## config.mk

```make
export PLATFORM = sky130hd
export DESIGN_NAME = irq_trigger_ctrl
export DESIGN_NICKNAME = d
export VERILOG_FILES = /design/src/rtl/irqc_pkg.sv /design/src/rtl/irqc_sync.sv /design/src/rtl/irqc_pend.sv /design/src/rtl/irqc_prio.sv /design/src/rtl/irq_trigger_ctrl.sv
export SDC_FILE = /design/constraint.sdc
export NUM_CORES = 1
export LEC_CHECK = 0
export BUFFER_PORTS_ARGS = -buffer_cell sky130_fd_sc_hd__buf_2
export CAP_MARGIN = 10
export CORE_ASPECT_RATIO = 0.9
export CORE_UTILIZATION = 55
export DETAILED_ROUTE_END_ITERATION = 7
export PLACE_DENSITY = 0.92
export SLEW_MARGIN = 25
export SYNTH_ARGS = -nofsm -noshare
export SYNTH_HDL_FRONTEND = slang
export SYNTH_SLANG_ARGS = --single-unit
```

## constraint.sdc

```tcl
create_clock -name clk -period 2.53 [get_ports clk]
set_input_delay 0.506 -clock clk [delete_from_list [all_inputs] [get_ports clk]]
set_output_delay 0.506 -clock clk [all_outputs]
set_load 0.02 [all_outputs]
```

## src/rtl/irqc_pkg.sv

```systemverilog
package irqc_pkg;

    localparam int NCH     = 15;
    localparam int LVL_W   = $clog2(NCH + 1);
    localparam int BUS_W   = 32;
    localparam int IDX_W   = 8;
    localparam int REG_W   = 16;
    localparam int HI_BASE = 8;

    localparam logic [IDX_W-1:0] IDX_MODE_HI = 8'h00;
    localparam logic [IDX_W-1:0] IDX_MODE_LO = 8'h01;
    localparam logic [IDX_W-1:0] IDX_SENSE   = 8'h02;
    localparam logic [IDX_W-1:0] IDX_CLEAR   = 8'h03;
    localparam logic [IDX_W-1:0] IDX_MASK    = 8'h04;

    localparam logic [REG_W-1:0] MASK_RST = {{NCH{1'b1}}, 1'b0};

    typedef enum logic [1:0] {
        TRIG_HIGH = 2'b00,
        TRIG_LOW  = 2'b01,
        TRIG_RISE = 2'b10,
        TRIG_FALL = 2'b11
    } trig_mode_e;

    typedef struct packed {
        logic             sel;
        logic             wr;
        logic [IDX_W-1:0] idx;
        logic [BUS_W-1:0] wdata;
    } bus_req_t;

    // Bit offset of a line's trigger field inside its register.
    function automatic int mode_ofs(input int ch);
        return (ch >= HI_BASE) ? 2 * (ch - HI_BASE) : 2 * ch;
    endfunction

    function automatic logic mode_in_hi(input int ch);
        return ch >= HI_BASE;
    endfunction

endpackage

```

## src/rtl/irqc_sync.sv

```systemverilog
module irqc_sync #(
    parameter int W = 15
) (
    input  logic       clk,
    input  logic       rst,
    input  logic [W:1] raw,
    output logic [W:1] cur,
    output logic [W:1] prv
);
    logic [W:1] meta_q;

    always_ff @(posedge clk) begin
        if (rst) begin
            meta_q <= '0;
            cur    <= '0;
            prv    <= '0;
        end else begin
            meta_q <= raw;
            cur    <= meta_q;
            prv    <= cur;
        end
    end
endmodule

```

## src/rtl/irqc_pend.sv

```systemverilog
module irqc_pend
    import irqc_pkg::*;
#(
    parameter int W = 15
) (
    input  logic                 clk,
    input  logic                 rst,
    input  trig_mode_e [W:1]     mode,
    input  logic       [W:1]     cur,
    input  logic       [W:1]     prv,
    input  logic       [W:1]     clr,
    output logic       [W:1]     pend
);
    for (genvar g = 1; g <= W; g++) begin : g_ch
        logic rise, fall;
        assign rise = cur[g] & ~prv[g];
        assign fall = ~cur[g] & prv[g];

        always_ff @(posedge clk) begin
            if (rst) begin
                pend[g] <= 1'b0;
            end else begin
                unique case (mode[g])
                    TRIG_HIGH: pend[g] <= cur[g];
                    TRIG_LOW:  pend[g] <= ~cur[g];
                    TRIG_RISE: pend[g] <= rise | (pend[g] & ~clr[g]);
                    TRIG_FALL: pend[g] <= fall | (pend[g] & ~clr[g]);
                    default:   pend[g] <= 1'b0;
                endcase
            end
        end
    end
endmodule

```

## src/rtl/irqc_prio.sv

```systemverilog
module irqc_prio #(
    parameter int W  = 15,
    parameter int LW = 4
) (
    input  logic [W:1]    req,
    input  logic          gmask,
    output logic [LW-1:0] lvl
);
    always_comb begin
        lvl = '0;
        for (int i = 1; i <= W; i++) begin
            if (req[i]) lvl = LW'(i);
        end
        if (gmask) lvl = '0;
    end
endmodule

```

## src/rtl/irq_trigger_ctrl.sv

```systemverilog
module irq_trigger_ctrl
    import irqc_pkg::*;
(
    input  logic             clk,
    input  logic             rst,
    input  logic             bus_sel_n,
    input  logic             bus_wr,
    input  logic [IDX_W-1:0] bus_idx,
    input  logic [BUS_W-1:0] bus_wdata,
    output logic [BUS_W-1:0] bus_rdata,
    input  logic [NCH:1]     irq_in,
    output logic [LVL_W-1:0] irq_level
);
    bus_req_t         req;
    trig_mode_e [NCH:1] mode_q;
    logic [REG_W-1:0] mask_q;
    logic [NCH:1]     cur, prv, pend_q, clr;
    logic             wr_hi, wr_lo, wr_mask, wr_clr;
    logic [REG_W-1:0] mode_hi_rd, mode_lo_rd;

    assign req = '{sel: ~bus_sel_n, wr: bus_wr, idx: bus_idx, wdata: bus_wdata};

    assign wr_hi   = req.sel & req.wr & (req.idx == IDX_MODE_HI);
    assign wr_lo   = req.sel & req.wr & (req.idx == IDX_MODE_LO);
    assign wr_mask = req.sel & req.wr & (req.idx == IDX_MASK);
    assign wr_clr  = req.sel & req.wr & (req.idx == IDX_CLEAR);
    assign clr     = wr_clr ? req.wdata[NCH:1] : '0;

    always_ff @(posedge clk) begin
        if (rst) begin
            for (int i = 1; i <= NCH; i++) mode_q[i] <= TRIG_HIGH;
            mask_q <= MASK_RST;
        end else begin
            for (int i = 1; i <= NCH; i++) begin
                if (mode_in_hi(i) ? wr_hi : wr_lo)
                    mode_q[i] <= trig_mode_e'(req.wdata[mode_ofs(i) +: 2]);
            end
            if (wr_mask) mask_q <= req.wdata[REG_W-1:0];
        end
    end

    always_comb begin
        mode_hi_rd = '0;
        mode_lo_rd = '0;
        for (int i = 1; i <= NCH; i++) begin
            if (mode_in_hi(i)) mode_hi_rd[mode_ofs(i) +: 2] = mode_q[i];
            else               mode_lo_rd[mode_ofs(i) +: 2] = mode_q[i];
        end
    end

    always_comb begin
        bus_rdata = '0;
        if (req.sel) begin
            unique case (req.idx)
                IDX_MODE_HI: bus_rdata[REG_W-1:0] = mode_hi_rd;
                IDX_MODE_LO: bus_rdata[REG_W-1:0] = mode_lo_rd;
                IDX_SENSE:   bus_rdata[NCH:1]     = pend_q;
                IDX_MASK:    bus_rdata[REG_W-1:0] = mask_q;
                default:     bus_rdata = '0;
            endcase
        end
    end

    irqc_sync #(.W(NCH)) u_sync (
        .clk (clk),
        .rst (rst),
        .raw (irq_in),
        .cur (cur),
        .prv (prv)
    );

    irqc_pend #(.W(NCH)) u_pend (
        .clk  (clk),
        .rst  (rst),
        .mode (mode_q),
        .cur  (cur),
        .prv  (prv),
        .clr  (clr),
        .pend (pend_q)
    );

    irqc_prio #(.W(NCH), .LW(LVL_W)) u_prio (
        .req   (pend_q & ~mask_q[NCH:1]),
        .gmask (mask_q[0]),
        .lvl   (irq_level)
    );
endmodule

```

# Word-level counts from Yosys, hierarchy flattened
# Cells that the tools add are included.
dict set report op_classes {
  mux 35
  order_cmp 0
  mul 0
  bitwise_logic 128
  reduce_logical 16
  eq_ne 49
  n_addsub 0
  n_shift 0
  n_div 0
}
# operator count
set ops {}
lappend ops {{$eq A2 B2 Y1 const B} 30}
lappend ops {{$pmux W1 S4} 15}
lappend ops {{$pmux W15 S4} 1}
lappend ops {{$and A1 B1 Y1} 50}
lappend ops {{$not A1 Y1} 46}
lappend ops {{$mux W4} 9}
lappend ops {{$eq A2 B1 Y1 const B} 15}
lappend ops {{$logic_not A2 Y1} 15}
lappend ops {{$or A1 B1 Y1} 30}
lappend ops {{$eq A8 B2 Y1 const B} 2}
lappend ops {{$mux W16} 1}
lappend ops {{$and A15 B15 Y15} 1}
lappend ops {{$mux W15} 1}
lappend ops {{$not A15 Y15} 1}
lappend ops {{$mux W3} 4}
lappend ops {{$eq A8 B1 Y1 const B} 1}
lappend ops {{$eq A8 B3 Y1 const B} 1}
lappend ops {{$logic_not A8 Y1} 1}
lappend ops {{$mux W2} 2}
lappend ops {{$pmux W1 S2} 1}
lappend ops {{$mux W1} 1}
dict set report totals {
  latch_bits 0
  n_memories 0
  output_inout_bits 36
  in_bits 59
  romBits 0
  elab_cells 262
  ff_bits 106
  mem_bits_rw 0
}

# Depth between registers and ports, before layout
# Gate-level depths: netlist (run 1).
dict set report depth {
  ltp_word 18
  mapped_depth 7
  depth_no_buf 5
}

# Hierarchy
# Synthesis (run 1) repeated with hierarchy kept, for this count alone.
dict set report hier_totals {
  cells_unflattened 572
  hier_area_um2 5223.8
}
# mod cells_each n_inst area_per_inst_um2
set by_module_without_submodules {}
lappend by_module_without_submodules {irq_trigger_ctrl 348 1 2987.9}
lappend by_module_without_submodules {irqc_sync 94 1 1202.4}
lappend by_module_without_submodules {irqc_pend 105 1 889.6}
lappend by_module_without_submodules {irqc_prio 25 1 143.9}

# Worst setup path after synthesis (run 1)
# Ideal clock, no wire load.
dict set report synth_path {
  path_kind {in2out}
  start {in bus_idx[3]}
  end {out bus_rdata[10]}
  setup_slack_ps 48
  cell_stages 6
  t_required_ps 2024
  t_arrival_ps 1976
  cell_sequence {nor4_4 -> nor3b_4 -> and3b_1 -> clkbuf_1 -> nand2_1 -> a21oi_1}
}
dict set report synth_between {
  elab_chain_cells 3
  word_cells_on_any_way 6
}
# element line
set synth_lines {}
lappend synth_lines {{start, declared} irq_trigger_ctrl.sv:8} ;# input logic [IDX_W-1:0] bus_idx,
lappend synth_lines {{$eq A8 B3 Y1, or another cell as far along} irq_trigger_ctrl.sv:54} ;# unique case (req.idx)
lappend synth_lines {{$pmux W15 S4 (*)} irq_trigger_ctrl.sv:54}
lappend synth_lines {{$mux W16 (*)} irq_trigger_ctrl.sv:53} ;# if (req.sel) begin
lappend synth_lines {{end, declared} irq_trigger_ctrl.sv:10} ;# output logic [BUS_W-1:0] bus_rdata,
# Every way passes the cells marked *; elsewhere a longest branch is shown, timed or not.

# Final worst setup path (run 1)
dict set report layout_path {
  start {in bus_idx[5]}
  end {out bus_rdata[12]}
}
# The elaborated chain is that of the path after synthesis.

==> metrics.md, run 1 <==
| Metric | Value |
|---|---|
| Outcome | `finished, final reports clean` |
| Final #Nets | `671` |
| Hold Startpoint | `irq_in[10]` |
| Share of cells above drive strength 1 | `19.77%` |
| Placed Cells incl. Taps | `715` |
| CP most frequent cell | `buf_6` |
| CP Capture Type | `output port` |
| Worst path required time | `roughly 2.0 ns` |
| TritonRoute pass-1 iters | `5` |
| Largest delay share family, worst path | `simple AND/OR/NAND/NOR gates` |
| Final Max Tran Viols | `0` |
| Highest net fanout along the worst path | `6` |
| CTS Buffer Depth | `2` |
| EDFF count, synth | `0` |
| Antenna violations before repair | `0` |
| Slew headroom | `a little under half` |
| Routability cong. | `roughly 0.9` |
| IO Pins | `95` |
| # hold bufs at CTS | `0` |
| Leak pwr | `about 0.0022 uW` |
| Count leader, synth | `dfxtp_1` |
| Vias in the first global route | `~3,800` |
| Syn Std Cell Area | `roughly 0.0047 mm2` |
| Clk slew on worst S/H paths | `roughly 0.11 ns` |
| Die W | `99.56 um` |
| Final setup violating endpoints | `0` |
| CTS tree | `yes` |
| Core Area | `approximately 0.0082 mm2` |
| WP buf/inv | `3` |
| Post-Syn Instances | `around 550` |
| Die ar. | `a little under 0.009 mm2` |
| Clk_lat worst skew | `approximately 0.38 ns` |
| Post-synth cell types | `39` |
| Critical Path Source Type | `input port` |
| Final Hold Fails | `0` |
| Most used DFF post-synth | `dfxtp_1` |
| Post-synth top area cell | `dfxtp_1` |
| Syn Area/Cell | `~8.5 um2` |
| R2R Path Start | `mode_hi_rd[8]` |
| Fin crit share | `98.42%` |
| Async SR Flop Fraction | `0%` |
| Total Routing Usage GR | `between 20% and 30%` |
| Drt via density | `around 5.5` |
| Total number of vias | `4,008` |
| DPL Wire Length | `~7.8 mm` |
| Seq cells post-synth | `around 110` |
| Area contributors post-synth | `dfxtp_1 (45%), nand2_1 (8.2%), nor2b_1 (7.3%)` |
| Die Ht | `89.80 um` |
| Starting Density | `a little under three fifths` |
| Routed Antenna Nets | `0` |
| CP Class | `input port to output port` |
| CP startpoint | `bus_idx[5]` |
| CTS H-tree lvls | `3` |
| Ys Warns | `0` |
| Crit-path cells | `buf_2 > nor4_4 > nor3b_4 > and3b_2 > buf_6 > nand2_1 > a21oi_2 > buf_6` |
| Port Buffers | `a little over 60` |
| Row Count | `31` |
| Sink Count | `about 110` |
| Final Hold Slack | `between 0.3 and 0.4 ns` |
| RSZ-0062 raised after global routing | `true` |
| Final Skew | `around 0.011 ns` |
| Crit path largest cell delay | `~0.34 ns` |
| Actual slew at the worst max-slew pin | `0.7795 ns` |
| Drt total wl | `11.23 mm` |
| 1st-iter DRT viols | `between 300 and 400` |
| Cell at the slowest stage of the critical path | `nor4_4` |
| First-pass GRT wire length | `~18 mm` |
| Ant diodes | `0` |
| Grt total ovfl | `0` |
| Wirelength per Cell | `15.34 um` |
| Num CTS Buffers | `9` |
| Area Overhead vs Synth | `16.18%` |
| Hold WC Path Type | `input port to flop` |
| Fin crit period | `2.490 ns` |
| Top cells by instance count after synthesis | `dfxtp_1 (106), nand2_1 (103), nor2b_1 (55)` |
| Top-area cell type share of the netlist area | `45.05%` |
| Finished Layout Cells | `~730` |
| Max Cap Viol | `0` |
| DRC viols | `0` |
| Largest net degree at the start of global routing | `92` |
| Critical path arrival | `1.98 ns` |
| Power Density | `roughly 540 mW/mm2` |
| Seq/Total Area, Yosys | `a little under half` |
| Max Fclk | `between 400 and 500 MHz` |
| Root Driver | `clkbuf_8` |
| Worst VDD drop | `~0.34 mV` |
per-layer routing:
layer	vias up	wire length, um	GRT usage [%]
li1	1952	-	-
met1	1860	4959	32.46
met2	179	5384	43.52
met3	17	739	6.610
met4	0	142	6.618
met5	-	0	0
cell type report:
type / instances / area, um2
clock inverter: 7 / 80.08
multi-input combinational: 403 / 2405
inverter: 12 / 45.04
sequential: 106 / 2122
tap: 115 / 143.9
timing repair buffer: 80 / 553.0
clock buffer: 9 / 123.9
fill: 654 / 2711
cells in the final DEF (no fill, tap or decap), types with 9 or more instances in the layout:
cell      netlist  final
nand2_1       103    101
inv_1          12     12
dfxtp_1       106    106
nor2_1         34     32
clkbuf_8        0      9
o21ai_0         9      9
conb_1          1     16
a211oi_1       10     10
a22oi_1        12     12
nor2b_1        55     55
xnor2_1         9      9
a21oi_1        52     44
buf_4          17     22
nand3_1        15     15
buf_2           8     48
a41o_1          9      9
xor2_1          9      9
mux2i_1        25     25
kinds of logic after synthesis:
family,share of synthesized area (%)
xor+xnor,3.347
other cells,0.07960
buf+inv,6.587
simple gates,23.59
compound gates,14.37
mux,6.985
flops,45.05
registers in the layout (all words and copies together), names as in the netlist:
register	count
mode_hi_rd	16
u_pend.pend	15
u_sync.prv	15
u_sync.cur	15
u_sync.meta_q	15
mask_q	16
mode_lo_rd	14
repair_timing:
item,4_1_cts,5_1_grt
setup endpoints to repair,5,15
endpoints found under the hold margin,0,0
pin swaps,1,9
setup buffers,1,1
gates resized for setup,10,26
worst paths after layout:
| path | end | depth (start not counted) | slack, ns |
|---|---|---|---|
| worst max-delay path | bus_rdata[12] | 8 | 0.04 |
| worst min register to register | u_sync.cur[3] | 1 | 0.44 |
| worst max register to register | u_pend.pend[12] | 3 | 1.44 |
| worst min-delay path | u_sync.meta_q[10] | 2 | 0.32 |
per-stage QoR:
| stage | power, uW | TNS [ns] | setup WS, ns | util, % | instance area (um2) |
|---|---|---|---|---|---|
| detailed placement | 1945 | -0.1372 | -0.05841 | 62.79 | 5139 |
| floorplan | 1887 | 0 | 0.04785 | - | 4767 |
| global placement | 1938 | -0.0008751 | -0.0008751 | 62.79 | 5139 |
| finish | 2956 | 0 | 0.04002 | 66.87 | 5473 |
| CTS | 2967 | -0.003585 | -0.003585 | 65.75 | 5381 |
| global route | 3056 | -0.1516 | -0.03894 | 66.87 | 5473 |
report_power, final:
group / internal [uW] / total, uW / switching (uW)
Combinational: 72.6 / 189 / 117
Clock: 396 / 1040 / 647
Sequential: 1700 / 1720 / 20.0
Total: 2170 / 2960 / 784
worst register-to-register path, stage by stage (launching register included):
cell	delay (ns)
dfxtp_1	0.44
xor2_1	0.19
a211oi_1	0.11
a41o_1	0.23
(Power assumes the default switching activity.)
==> run 2: changes to the inputs <==
Settings changed: CORE_UTILIZATION 55 to 56, SYNTH_HIERARCHICAL set to 1.
==> run 2 against run 1 <==
  * Synthesized cell count up 3.4%
  * Non-clock buffer count shrank 2
  * Highest routed layer unchanged
  * Sequential cell count stayed put
  * Setup slack improved by 0.023 ns
  * Via count is 4.8% higher
  * Combinational power is 31% higher
  * Core utilization down 3.1 points
  * Area after synthesis up 11%
  * Clock skew down 0.0060 ns
  * Clock power shrank 12%
  * Critical endpoint is now bus_rdata[0]
  * Critical path depth is 3 lower
  * Final area increased by 5.8%
==> metrics.md, run 2 <==
| Metric | Value |
|---|---|
| Max Fclk | `405.4 MHz` |
| Most used DFF post-synth | `dfxtp_1` |
| EDFF count, synth | `0` |
| Largest family of logic cells by synthesized area | `simple AND/OR/NAND/NOR gates` |
| Final Hold Fails | `0` |
| Total number of vias | `4,201` |
| Clk_lat worst skew | `0.37 ns` |
| Placed Cells incl. Taps | `736` |
| Worst VDD drop | `between 0.3 and 0.4 mV` |
| Most frequent cells in the layout | `dfxtp_1 (106), nand3b_1 (67), mux2i_1 (62)` |
| Drt total wl | `around 12 mm` |
| Simple-gate share of the synthesized area | `between 30% and 40%` |
| Ant diodes | `0` |
| Highest net fanout along the worst path | `3` |
| FF+latch area | `0.002122 mm2` |
| Post-Syn Instances | `572` |
| Port Buffers | `slightly above 60` |
| RSZ-0062 raised after global routing | `false` |
| Share of cells above drive strength 1 | `approximately 16%` |
| Synth Area in Adders | `less than 1%` |
| Die W | `103.8 um` |
| Post-synth top area cell | `dfxtp_1` |
| IO Pins | `95` |
| CP Capture Type | `output port` |
| Area of the multi-input gates | `approximately 0.0029 mm2` |
| Routed Antenna Nets | `0` |
| Final core area utilization | `around 64%` |
| Grt total ovfl | `0` |
| Total Routing Usage GR | `about a quarter` |
| Filler cells | `approximately 750` |
| Final setup violating endpoints | `0` |
| Max Cap Viol | `0` |
| 1st-iter DRT viols | `~290` |
| First-pass GRT wire length | `19.31 mm` |
| Post-CTS setup buffer count | `0` |
| Routability cong. | `roughly 0.85` |
| Most common cell after layout, fill and taps aside | `dfxtp_1` |
| Post-synthesis xor/xnor area fraction | `0.6707%` |
| Critical path arrival | `around 2.0 ns` |
| Seq cells post-synth | `roughly 110` |
| Top-area cell type share of the netlist area | `roughly 40%` |
| Area contributors post-synth | `dfxtp_1 (41%), mux2i_1 (12%), nand3b_1 (9.6%)` |
| Num CTS Buffers | `9` |
| Core Area | `approximately 0.0091 mm2` |
| Area Overhead vs Synth | `10.87%` |
| CTS Buffer Depth | `2` |
| Mux share of post-synthesis cell area | `roughly an eighth` |
| CTS tree | `yes` |
| CP Class | `input port to output port` |
| Sink Count | `about 110` |
| Fin crit period | `2.467 ns` |
| Die ar. | `a little under 0.01 mm2` |
| Post-synth cell types | `41` |
| Antenna violations before repair | `0` |
| Hold WC Path Type | `input port to flop` |
| Ys Warns | `6` |
| Starting Density | `a little under three fifths` |
| Clk slew on worst S/H paths | `roughly 0.1 ns` |
| Final Skew | `roughly 0.0054 ns` |
| Syn Area/Cell | `slightly above 9 um2` |
| Outcome | `finished, final reports clean` |
| Finished Layout Cells | `752` |
| TritonRoute pass-1 iters | `5` |
| Drt via density | `about 5.6` |
| Syn Std Cell Area | `roughly 0.0052 mm2` |
| Count leader, synth | `dfxtp_1` |
| Synth Area in Compound Gates | `between 7 and 8%` |
| Final Max Tran Viols | `0` |
| Wirelength per Cell | `approximately 16 um` |
| Power Density | `497.1 mW/mm2` |
| Final #Nets | `around 700` |
| Row Count | `33` |
| DPL Wire Length | `around 8.3 mm` |
| Fin crit share | `97.51%` |
| Top cells by instance count after synthesis | `dfxtp_1 (106), nand3b_1 (67), mux2i_1 (62)` |
| Critical Path Source Type | `input port` |
| Seq/Total Area, Yosys | `40.62%` |
| DRC viols | `0` |
| Async SR Flop Fraction | `0%` |
| CTS H-tree lvls | `3` |
| Die Ht | `between 90 and 100 um` |
| Leak pwr | `between 0.002 and 0.0025 uW` |
| Root Driver | `clkbuf_8` |
| Largest net degree at the start of global routing | `67` |
| Vias in the first global route | `approximately 4,000` |
| Worst path required time | `between 2 and 2.5 ns` |
run 2: cell types whose count changed after synthesis, moves of 9 or more:
cell,previous run,this run
nand3_1,15,0
nor2_1,34,50
mux2i_1,25,62
a41o_1,9,0
o21a_1,0,13
a31oi_1,3,13
nand2_1,103,14
and2_1,1,15
nand2b_1,8,61
a22oi_1,12,0
nand3b_1,1,67
a21oi_1,52,20
run 2: worst paths after layout:
path	from	cells after the start	slack, ns	end
worst min register to register	u_sync/meta_q[6]	1	0.44	u_sync/cur[6]
worst max-delay path	bus_idx[3]	5	0.06	bus_rdata[0]
worst min-delay path	irq_in[15]	2	0.34	u_sync/meta_q[15]
worst max register to register	mode_lo_rd[6]	3	1.47	u_pend/pend[3]
run 2: cell families after synthesis:
kind of cell,after synthesis
other,1
and+or+nand+nor,285
adders and majority gates,1
DFF,106
muxes,62
xor gates and xnor gates,4
AOI/OAI and AO/OA,58
buffers and inverters,55
run 2: worst max-delay path, cell delays in order:
cell    delay, ns
buf_2        0.10
or4_4        0.56
or3_1        0.38
nor4_2       0.21
buf_2        0.20
run 2: per-layer routing:
metal,vias up,GRT usage (%),wire (um)
li1,2013,-,-
met1,1992,31.49,5175
met2,179,43.83,5734
met3,17,6.202,900
met4,0,7.976,135
met5,-,0,0
run 2: cell type report:
type                            instances  share of cell area [%]
Multi-Input combinational cell        426                   49.75
Sequential cell                       106                   36.64
Timing Repair Buffer                   78                   7.907
Tap cell                              122                   2.636
Clock buffer                           11                   2.268
Clock inverter                          5                  0.5401
Inverter                                4                  0.2592
run 2: power by group:
part	leakage (uW)	internal [uW]	switching [uW]
logic	0.00125	106	141
registers	0.000863	1700	17.3
clock network	0.0000831	356	556
run 2: per-stage QoR:
stage               hold WS (ns)  cell area [um2]   TNS, ns  power (uW)  setup WS [ns]
floorplan                 0.4138             5286         0        1935        0.06284
global placement          0.4163             5614         0        1990        0.01895
detailed placement        0.4204             5614  -0.05643        2000       -0.02521
CTS                       0.3264             5777         0        2897        0.01799
global route              0.3174             5792         0        3003      0.0009828
finish                    0.3397             5792         0        2879        0.06310
run 2: repair_timing:
item / 4_1_cts / 5_1_grt
cloned: 0 / 0
hold buffers: 0 / 0
gates resized for setup: 0 / 3
pin swaps: 1 / 0
endpoints found under the setup margin: 7 / 13
==> run 3: changes to the inputs <==
Settings changed: BUFFER_PORTS_ARGS -buffer_cell sky130_fd_sc_hd__buf_2 to -buffer_cell sky130_fd_sc_hd__buf_4.
==> run 3 against run 2 <==
  * Register-to-register slack is essentially flat
  * Hold slack improved by 0.0028 ns
  * Sequential share of layout area is 0.93 points lower
  * Sequential cell count did not move
  * Die area unchanged
  * Non-clock buffer count shrank 2
==> metrics.md, run 3 (synthesis gave the netlist of run 2 again) <==
| Metric | Value |
|---|---|
| Routed Antenna Nets | `0` |
| Leak pwr | `approximately 0.0022 uW` |
| Final #Nets | `just under 700` |
| Total Routing Usage GR | `25.52%` |
| Hold Startpoint | `irq_in[15]` |
| Area Overhead vs Synth | `13.77%` |
| Highest net fanout along the worst path | `7` |
| Hold WC Path Type | `input port to flop` |
| Sw power | `about 730 uW` |
| FF-to-FF setup slack | `roughly 1.5 ns` |
| Num CTS Buffers | `9` |
| Sink Count | `around 110` |
| Switch share | `about a quarter` |
| 1st-iter DRT viols | `between 300 and 400` |
| Die ar. | `0.009719 mm2` |
| Placed Cells incl. Taps | `734` |
| Max Fclk | `around 400 MHz` |
| WHS Endpoint | `u_sync/meta_q[15]` |
| Finished Layout Cells | `between 700 and 800` |
| Setup total negative slack | `0 ns` |
| Sequential power share | `58.4%` |
| Clk_lat worst skew | `around 0.37 ns` |
| Outcome | `finished, final reports clean` |
| Die Ht | `between 90 and 100 um` |
| Final Max Tran Viols | `0` |
| Final Hold Slack | `0.3425 ns` |
| R2R depth | `3` |
| Ant diodes | `0` |
| Largest net degree at the start of global routing | `between 50 and 60` |
| Grt total ovfl | `0` |
| CP Capture Type | `output port` |
| Worst path required time | `2.02 ns` |
| Vias in the first global route | `roughly 4,100` |
| R2R Path Start | `mode_lo_rd[6]` |
| Port Buffers | `62` |
| Power Density | `495.5 mW/mm2` |
| Clk slew on worst S/H paths | `approximately 0.1 ns` |
| Fin crit period | `2.490 ns` |
| Row Count | `33` |
| CTS Buffer Depth | `2` |
| Int Pwr | `approximately 2200 uW` |
| Max Cap Viol | `0` |
| Wirelength per Cell | `16.08 um` |
| Drt via density | `~5.6` |
| First-pass GRT wire length | `roughly 19 mm` |
| Drt total wl | `approximately 12 mm` |
| CTS H-tree lvls | `3` |
| DRC viols | `0` |
| Critical path arrival | `between 1.5 and 2 ns` |
| Final Hold Fails | `0` |
| Share of cells above drive strength 1 | `16.24%` |
| CP Class | `input port to output port` |
| Core Area | `0.009084 mm2` |
| Part of the power in the clock network | `between 30 and 40%` |
| TritonRoute pass-1 iters | `5` |
| Root Driver | `clkbuf_8` |
| Worst VDD drop | `between 0.3 and 0.4 mV` |
| Critical Path Source Type | `input port` |
| Most common cell after layout, fill and taps aside | `dfxtp_1` |
| Total number of vias | `roughly 4,200` |
| Post-CTS setup buffer count | `0` |
| WHS Path Cells | `2` |
| Starting Density | `between 50% and 60%` |
| Final Skew | `approximately 0.010 ns` |
| Antenna violations before repair | `0` |
| RSZ-0062 raised after global routing | `false` |
| Routability cong. | `0.8343` |
| # hold bufs at CTS | `0` |
| Total Power | `slightly below 3000 uW` |
| IO Pins | `95` |
| Worst r2r dst | `u_pend/pend[3]` |
| Combinational share of power | `under 10%` |
| DPL Wire Length | `around 8.2 mm` |
| CTS tree | `yes` |
| Final setup violating endpoints | `0` |
| Final core area utilization | `around 65%` |
| Die W | `approximately 100 um` |
| Most frequent cells in the layout | `dfxtp_1 (106), buf_4 (73), nand3b_1 (67)` |
| Fin crit share | `about 98%` |
run 3: changes by cell type in the layout (fill, tap and decap cells not counted), sizes merged:
| cell | change |
|---|---|
| clkinvlp | +1 |
| buf | -2 |
| clkinv | -3 |
| inv | +2 |
run 3: power groups by stage:
stage | clock network (uW) | logic [uW] | registers [uW]
2_1_floorplan | 0 | 183 | 1750
3_3_place_gp | 0 | 250 | 1760
3_5_place_dp | 0 | 258 | 1760
4_1_cts | 986 | 261 | 1720
5_1_grt | 1050 | 285 | 1730
6_report | 962 | 262 | 1720
run 3: area by class of cell:
class | count | area [um2]
Clock buffer | 11 | 141.4
Clock inverter | 5 | 37.54
Fill cell | 730 | 3141
Inverter | 4 | 15.01
Multi-Input combinational cell | 426 | 2884
Sequential cell | 106 | 2122
Tap cell | 122 | 152.6
Timing Repair Buffer | 76 | 590.6
run 3: worst max-delay path, cell delays in order:
cell and delay (ns):
buf_4 0.11, or4_4 0.57, nor4_4 0.29, buf_6 0.19
o21a_1 0.16, buf_4 0.15
run 3: how the worst max path moves through the flow:
stage / start / slack [ns] / to
2_1_floorplan: bus_idx[3] / 0.06 / bus_rdata[1]
3_3_place_gp: bus_idx[3] / 0.02 / bus_rdata[11]
3_5_place_dp: bus_idx[3] / -0.02 / bus_rdata[11]
4_1_cts: bus_idx[3] / 0.003 / bus_rdata[11]
5_1_grt: bus_idx[3] / 0.003 / bus_rdata[2]
6_report: bus_idx[3] / 0.04 / bus_rdata[11]
run 3: what timing repair did:
item	4_1_cts	5_1_grt
pin swaps	1	1
cloned	0	0
resized for setup	2	3
setup endpoints to repair	6	11
run 3: layer usage:
| layer | routed length [um] | vias to the layer above | part of all wire (%) | global-route usage (%) |
|---|---|---|---|---|
| li1 | - | 2009 | - | - |
| met1 | 5084 | 1955 | 42 | 31.27 |
| met2 | 5729 | 193 | 48 | 43.28 |
| met3 | 948 | 35 | 7.9 | 5.366 |
| met4 | 296 | 0 | 2.5 | 11.67 |
| met5 | 0 | - | 0 | 0 |
run 3: stage by stage:
stage / setup slack (ns) / cell area (um2)
after floorplan: 0.06284 / 5286
after global placement: 0.02228 / 5739
after detailed placement: -0.01571 / 5739
after global routing: 0.002566 / 5943
after CTS: 0.003345 / 5931
final: 0.04049 / 5943
